$ cat config.mk
export PLATFORM = sky130hd
export DESIGN_NAME = tas_lock_unit
export DESIGN_NICKNAME = d
export VERILOG_FILES = /design/src/rtl/tas_lock_pkg.sv /design/src/rtl/lock_op_decode.sv /design/src/rtl/lock_flag_array.sv /design/src/rtl/lock_cpl_reg.sv /design/src/rtl/tas_lock_unit.sv
export SDC_FILE = /design/constraint.sdc
export NUM_CORES = 1
export LEC_CHECK = 0
export ABC_AREA = 1
export BUFFER_PORTS_ARGS = -buffer_cell sky130_fd_sc_hd__buf_2
export CAP_MARGIN = 15
export CORE_UTILIZATION = 56
export DETAILED_ROUTE_END_ITERATION = 12
export GPL_ROUTABILITY_DRIVEN = 1
export GPL_TIMING_DRIVEN = 0
export PLACE_DENSITY = 0.87
export SYNTH_ARGS = -nofsm -noshare
export SYNTH_HDL_FRONTEND = slang
export SYNTH_SLANG_ARGS = --single-unit
export TNS_END_PERCENT = 30
$ cat constraint.sdc
create_clock -name clk -period 2.45 [get_ports clk]
set_input_delay 0.49 -clock clk [delete_from_list [all_inputs] [get_ports clk]]
set_output_delay 0.49 -clock clk [all_outputs]
set_load 0.02 [all_outputs]
$ cat src/rtl/tas_lock_pkg.sv
package tas_lock_pkg;
  typedef enum logic [1:0] {
    OP_READ  = 2'b00,
    OP_TAS   = 2'b01,
    OP_CLEAR = 2'b10,
    OP_RSVD  = 2'b11
  } lock_op_e;
endpackage

$ cat src/rtl/lock_op_decode.sv
module lock_op_decode
  import tas_lock_pkg::*;
(
  input  logic     valid,
  input  lock_op_e op,
  output logic     do_set,
  output logic     do_clr,
  output logic     do_reply
);
  always_comb begin
    do_set   = 1'b0;
    do_clr   = 1'b0;
    do_reply = 1'b0;
    if (valid) begin
      unique case (op)
        OP_READ:  do_reply = 1'b1;
        OP_TAS:   begin do_set = 1'b1; do_reply = 1'b1; end
        OP_CLEAR: do_clr = 1'b1;
        OP_RSVD:  ;
      endcase
    end
  end
endmodule

$ cat src/rtl/lock_flag_array.sv
module lock_flag_array #(
  parameter int NUM_FLAGS = 16,
  parameter int ADDR_W    = 4
) (
  input  logic              clk,
  input  logic              rst,
  input  logic [ADDR_W-1:0] addr,
  input  logic              set_en,
  input  logic              clr_en,
  output logic              old_bit
);
  logic [NUM_FLAGS-1:0] flags;
  logic                 in_range;

  assign in_range = (32'(addr) < NUM_FLAGS);
  // read-first: the value seen is the one before this cycle's write
  assign old_bit  = in_range ? flags[addr] : 1'b1;

  always_ff @(posedge clk) begin
    if (rst) begin
      flags <= '0;
    end else if (in_range) begin
      if (set_en)      flags[addr] <= 1'b1;
      else if (clr_en) flags[addr] <= 1'b0;
    end
  end
endmodule

$ cat src/rtl/lock_cpl_reg.sv
module lock_cpl_reg #(
  parameter int ID_W  = 4,
  parameter int TAG_W = 6
) (
  input  logic             clk,
  input  logic             rst,
  input  logic             load,
  input  logic [ID_W-1:0]  id_in,
  input  logic [TAG_W-1:0] tag_in,
  input  logic             old_in,
  output logic             valid_q,
  output logic [ID_W-1:0]  id_q,
  output logic [TAG_W-1:0] tag_q,
  output logic             old_q
);
  always_ff @(posedge clk) begin
    if (rst) begin
      valid_q <= 1'b0;
      id_q    <= '0;
      tag_q   <= '0;
      old_q   <= 1'b0;
    end else begin
      valid_q <= load;
      if (load) begin
        id_q  <= id_in;
        tag_q <= tag_in;
        old_q <= old_in;
      end
    end
  end
endmodule

$ cat src/rtl/tas_lock_unit.sv
module tas_lock_unit
  import tas_lock_pkg::*;
#(
  parameter int NUM_FLAGS = 16,
  parameter int ID_W      = 4,
  parameter int TAG_W     = 6,
  localparam int ADDR_W   = (NUM_FLAGS > 1) ? $clog2(NUM_FLAGS) : 1
) (
  input  logic              clk,
  input  logic              rst,
  input  logic              req_valid,
  input  logic [1:0]        req_op,
  input  logic [ADDR_W-1:0] req_addr,
  input  logic [ID_W-1:0]   req_id,
  input  logic [TAG_W-1:0]  req_tag,
  output logic              cpl_valid,
  output logic [ID_W-1:0]   cpl_id,
  output logic [TAG_W-1:0]  cpl_tag,
  output logic              cpl_old
);
  logic do_set, do_clr, do_reply, old_bit;

  lock_op_decode u_dec (
    .valid    (req_valid),
    .op       (lock_op_e'(req_op)),
    .do_set   (do_set),
    .do_clr   (do_clr),
    .do_reply (do_reply)
  );

  lock_flag_array #(.NUM_FLAGS(NUM_FLAGS), .ADDR_W(ADDR_W)) u_flags (
    .clk     (clk),
    .rst     (rst),
    .addr    (req_addr),
    .set_en  (do_set),
    .clr_en  (do_clr),
    .old_bit (old_bit)
  );

  lock_cpl_reg #(.ID_W(ID_W), .TAG_W(TAG_W)) u_cpl (
    .clk     (clk),
    .rst     (rst),
    .load    (do_reply),
    .id_in   (req_id),
    .tag_in  (req_tag),
    .old_in  (old_bit),
    .valid_q (cpl_valid),
    .id_q    (cpl_id),
    .tag_q   (cpl_tag),
    .old_q   (cpl_old)
  );
endmodule

After elaboration in Yosys (flattened, before gate mapping):

Index checks and enable logic that the tools add are counted.

* output and inout port bits: 12
* logic and storage cells: 28
* flip-flop bits (word level): 28
* input port bits: 19

* $lt $le $gt $ge: 2
* eq/ne operators: 2
* muxes and demuxes: 12
* reductions and logical operators: 4
* bitwise gates (word level): 3

Operators by type and width (count)
* 2-to-1 mux 16 bit: 2
* AND 16 bit: 1
* inverter 16 bit: 1
* bitwise OR 16 bit: 1
* 2-to-1 mux 1 bit: 8
* < comparator 4 x 5 -> 1 bit, second input constant: 1
* binary-select mux 1 bit (select 4 bit): 1
* demux 1 bit (select 4 bit): 1
* >= comparator 4 x 1 -> 1 bit, second input constant: 1
* equality test 2 x 1 -> 1 bit, second input constant: 1
* equality test 2 bit, second input constant: 1
* zero test 2 bit: 1
* nonzero test 2 bit: 1
* OR reduction 2 bit: 1
* logical AND 1 bit: 1

Depth between registers and ports, before layout:

* word-level depth: 8
* mapped depth: 9
* depth with buffers taken out: 9

Modules after synthesis:

A second synthesis with hierarchy kept.

* cell total of the unflattened synthesis: 224
* area total of the unflattened synthesis: 1397.6 um^2

By module, submodules not included
* lock_flag_array: cells an instance 144, seq. area each 320.3 um^2, area an instance 883.3 um^2, instances 1
* lock_cpl_reg: cells an instance 73, seq. area each 240.2 um^2, area an instance 485.5 um^2, instances 1
* lock_op_decode: cells an instance 7, seq. area each 0.0 um^2, area an instance 28.8 um^2, instances 1

Least setup slack after synthesis:

Ideal clock, no wire load.

* kind: input-to-reg
* from: input req_op[1]
* to: register with a tool-made name
* data required time: 2336 ps
* stages: 6
* slack: 1152 ps
* setup time: 114 ps
* buffers on the path: 1
* arrival: 1184 ps
* path through: nand2_1 nor2_1 buf_2 nand3_1 nand2_1 nor2_1

RTL lines
* from (decl): line tas_lock_unit.sv:12 `input logic [1:0] req_op,`

Worst setup path in the final report:

* from: register u_cpl.old_q
* to: output cpl_old

RTL lines
* from (decl): line lock_cpl_reg.sv:14 `output logic old_q`
* from (signal assigned): line lock_cpl_reg.sv:27 `old_q <= old_in;`
* to (decl): line tas_lock_unit.sv:19 `output logic cpl_old`

No word-level cell between the ends.

==> flow_metrics.env <==
export IMPL_crit_required_ps=1960
export IMPL_setup_worst_path_start_class="register"
export IMPL_p_sw_uw=225
export IMPL_die_h_um=51.1
export IMPL_pin_count=31
export IMPL_clk_path_buf_depth=2
export IMPL_drt_total_wl_um=2990
export IMPL_gp_congestion=0.886
export IMPL_synthCells=216
export IMPL_final_cell_mix="59 x nand2_1, 55 x nor2_1, 33 x buf_2"
export IMPL_p_int_uw=607
export IMPL_vias=1407
export IMPL_synth_top_area_cell="dfxtp_1"
export IMPL_finalCritPeriodShare_pct=54.9
export IMPL_cp_num_buf_inv=1
export IMPL_crit_chain="buf_2"
export IMPL_dieArea_um2=2620
export IMPL_wl_per_cell_um=10.8
export IMPL_n_antenna_cell=0
export IMPL_ys_seq_elements=28
export IMPL_grt_ovfl_total=0
export IMPL_num_rows=17
export IMPL_die_x_um=51.1
export IMPL_initial_core_util_pct=60.0
export IMPL_insertion_delay_ps=330
export IMPL_syn_nets=235
export IMPL_hold_start="rst"
export IMPL_slew_headroom_pct=71.4
export IMPL_htreeDepth=1
export IMPL_setup_tns_ps=0
export IMPL_numCtsBuffers=3
export IMPL_p_seq_share_pct=57.4
export IMPL_pwr_share_clk_pct=26.5
export IMPL_drt_iter0_drc=65
export IMPL_clkSlewWorstSetupHoldPaths_ps=150
export IMPL_vias_per_cell=5.08
export IMPL_post_cts_buffers=0
export IMPL_combPwrFrac_pct=16.1
export IMPL_r2r_cells=8
export IMPL_period_needed_ps=1350
export IMPL_grt_start_max_net_pins=16
export IMPL_swShare_pct=27.0
export IMPL_yosysWarningCount=0
export IMPL_setup_viol=0
export IMPL_outcome="finished, final reports clean"
export IMPL_p_total_uw=832
export IMPL_cts_tree="done"
export IMPL_slew_violations=0
export IMPL_grt_pass1_vias=1214
export IMPL_drtAntennaViolNets=0
export IMPL_cellLeakagePower_nw=0.764
export IMPL_hpwl_um=2220
export IMPL_drt_pass1_iterations=4
export IMPL_syn_to_final_growth_pct=16.0
export IMPL_path_max_fanout=2
export IMPL_rrSetupSlack_ps=1500
export IMPL_power_density_nw_per_um2=531
export IMPL_irDropWorstVdd_uv=555
export IMPL_worst_path_max_delay_cell="dfxtp_1"
export IMPL_fp_coreArea_um2=2250
export IMPL_numPortBuffers=29
export IMPL_crit_arrival_ps=860
export IMPL_hold_end="u_cpl.valid_q"
export IMPL_antenna_found_initial=0
export IMPL_min_path_cells=2
export IMPL_critPathMaxStageDelay_ps=360
export IMPL_drive_above_1_share_pct=16.5
export IMPL_synth_area_leaders="dfxtp_1 41%, nand2_1 16%, nor2_1 15%"
export IMPL_syn_area_per_cell_um2=6.26
export IMPL_finClkSkew_ps=14.1
export IMPL_grt_usage_pct=25.9
export IMPL_synth_cell_type_count=16
export IMPL_hold_viol=0
export IMPL_ctsResizeCount=0
export IMPL_yosysSeqAreaShare_pct=41.4
export IMPL_syn_area_um2=1350
export IMPL_fmax_mhz=743
export IMPL_clockRootBuffer="clkbuf_4"
export IMPL_cts_sinks=28
export IMPL_grt_pass1_wl_um=5120
export IMPL_critPathKind="register to output pin"
export IMPL_rsz0062_at_grt="false"
export IMPL_drc=0
export IMPL_end_kind="output pin"
export IMPL_mostFrequentLayoutCell="nand2_1"
export IMPL_reg2reg_to="u_cpl.old_q"
export IMPL_netlist_area_leader_share_pct=41.4
export IMPL_max_cap_viol_count=0
export IMPL_hold_class="input pin to register"
export IMPL_num_nets_final=269
export IMPL_crit_family="flip-flops"
export IMPL_postCtsHoldBufs=0
export IMPL_tightestPinTransition_ps=429
[power groups by stage]
stage | combinational [mW] | sequential [mW] | clock, mW
after floorplan | 0.0726 | 0.504 | 0
after global placement | 0.131 | 0.487 | 0
after detailed placement | 0.134 | 0.488 | 0
after CTS | 0.134 | 0.478 | 0.222
after global routing | 0.151 | 0.480 | 0.243
final | 0.134 | 0.478 | 0.220
[cell families after synthesis]
logic type / count (synthesis) / share of synthesized area [%]
AO/OA/AOI/OAI: 28 / 10.6
AND/OR/NAND/NOR: 137 / 40.3
buffers and inverters: 23 / 7.58
flip-flops: 28 / 41.4
[stage by stage]
| stage | hold WS (ps) | instances | cell area, um2 | setup slack [ps] | utilization, % |
|---|---|---|---|---|---|
| after floorplan | 426 | 216 | 1350 | 1150 | - |
| after global placement | 436 | 273 | 1530 | 872 | 68.0 |
| after detailed placement | 442 | 273 | 1530 | 868 | 68.0 |
| after CTS | 330 | 277 | 1570 | 1100 | 69.6 |
| after global routing | 307 | 277 | 1570 | 1050 | 69.6 |
| final | 329 | 277 | 1570 | 1100 | 69.6 |
[worst max path at each step]
stage	startpoint	endpoint	slack (ps)	cells after the start
global route	u_cpl.old_q	cpl_old	1050	1
floorplan	req_op[1]	register	1150	6
detailed placement	req_op[1]	register	870	7
CTS	u_cpl.old_q	cpl_old	1100	1
global placement	req_op[1]	register	870	7
finish	u_cpl.old_q	cpl_old	1100	1
[metal layers]
| layer | up-vias | track usage [%] | part of all wire [%] |
|---|---|---|---|
| met4 | 0 | 6.02 | 0.84 |
| met1 | 614 | 33.2 | 45 |
| met5 | - | 0 | 0 |
| met2 | 43 | 44.1 | 48 |
| li1 | 746 | - | - |
| met3 | 4 | 5.36 | 5.4 |
[area by class of cell]
class,count,area [um2]
Buffer,9,50.0
Clock buffer,4,36.3
Fill cell,214,686
Inverter,14,52.6
Multi-Input combinational cell,165,689
Sequential cell,28,561
Tap cell,28,35.0
Timing Repair Buffer,29,145
[cell usage after synthesis]
master,number
clkbuf_1,3
nor2_2,1
inv_2,1
dfxtp_1,28
buf_1,1
o21ai_2,1
o21ai_0,11
nand3_1,21
a21oi_1,16
nand4_1,1
nand2_1,59
nor2_1,55
buf_2,4
clkinv_1,1
buf_8,1
inv_1,12
(Power assumes the default switching activity.)
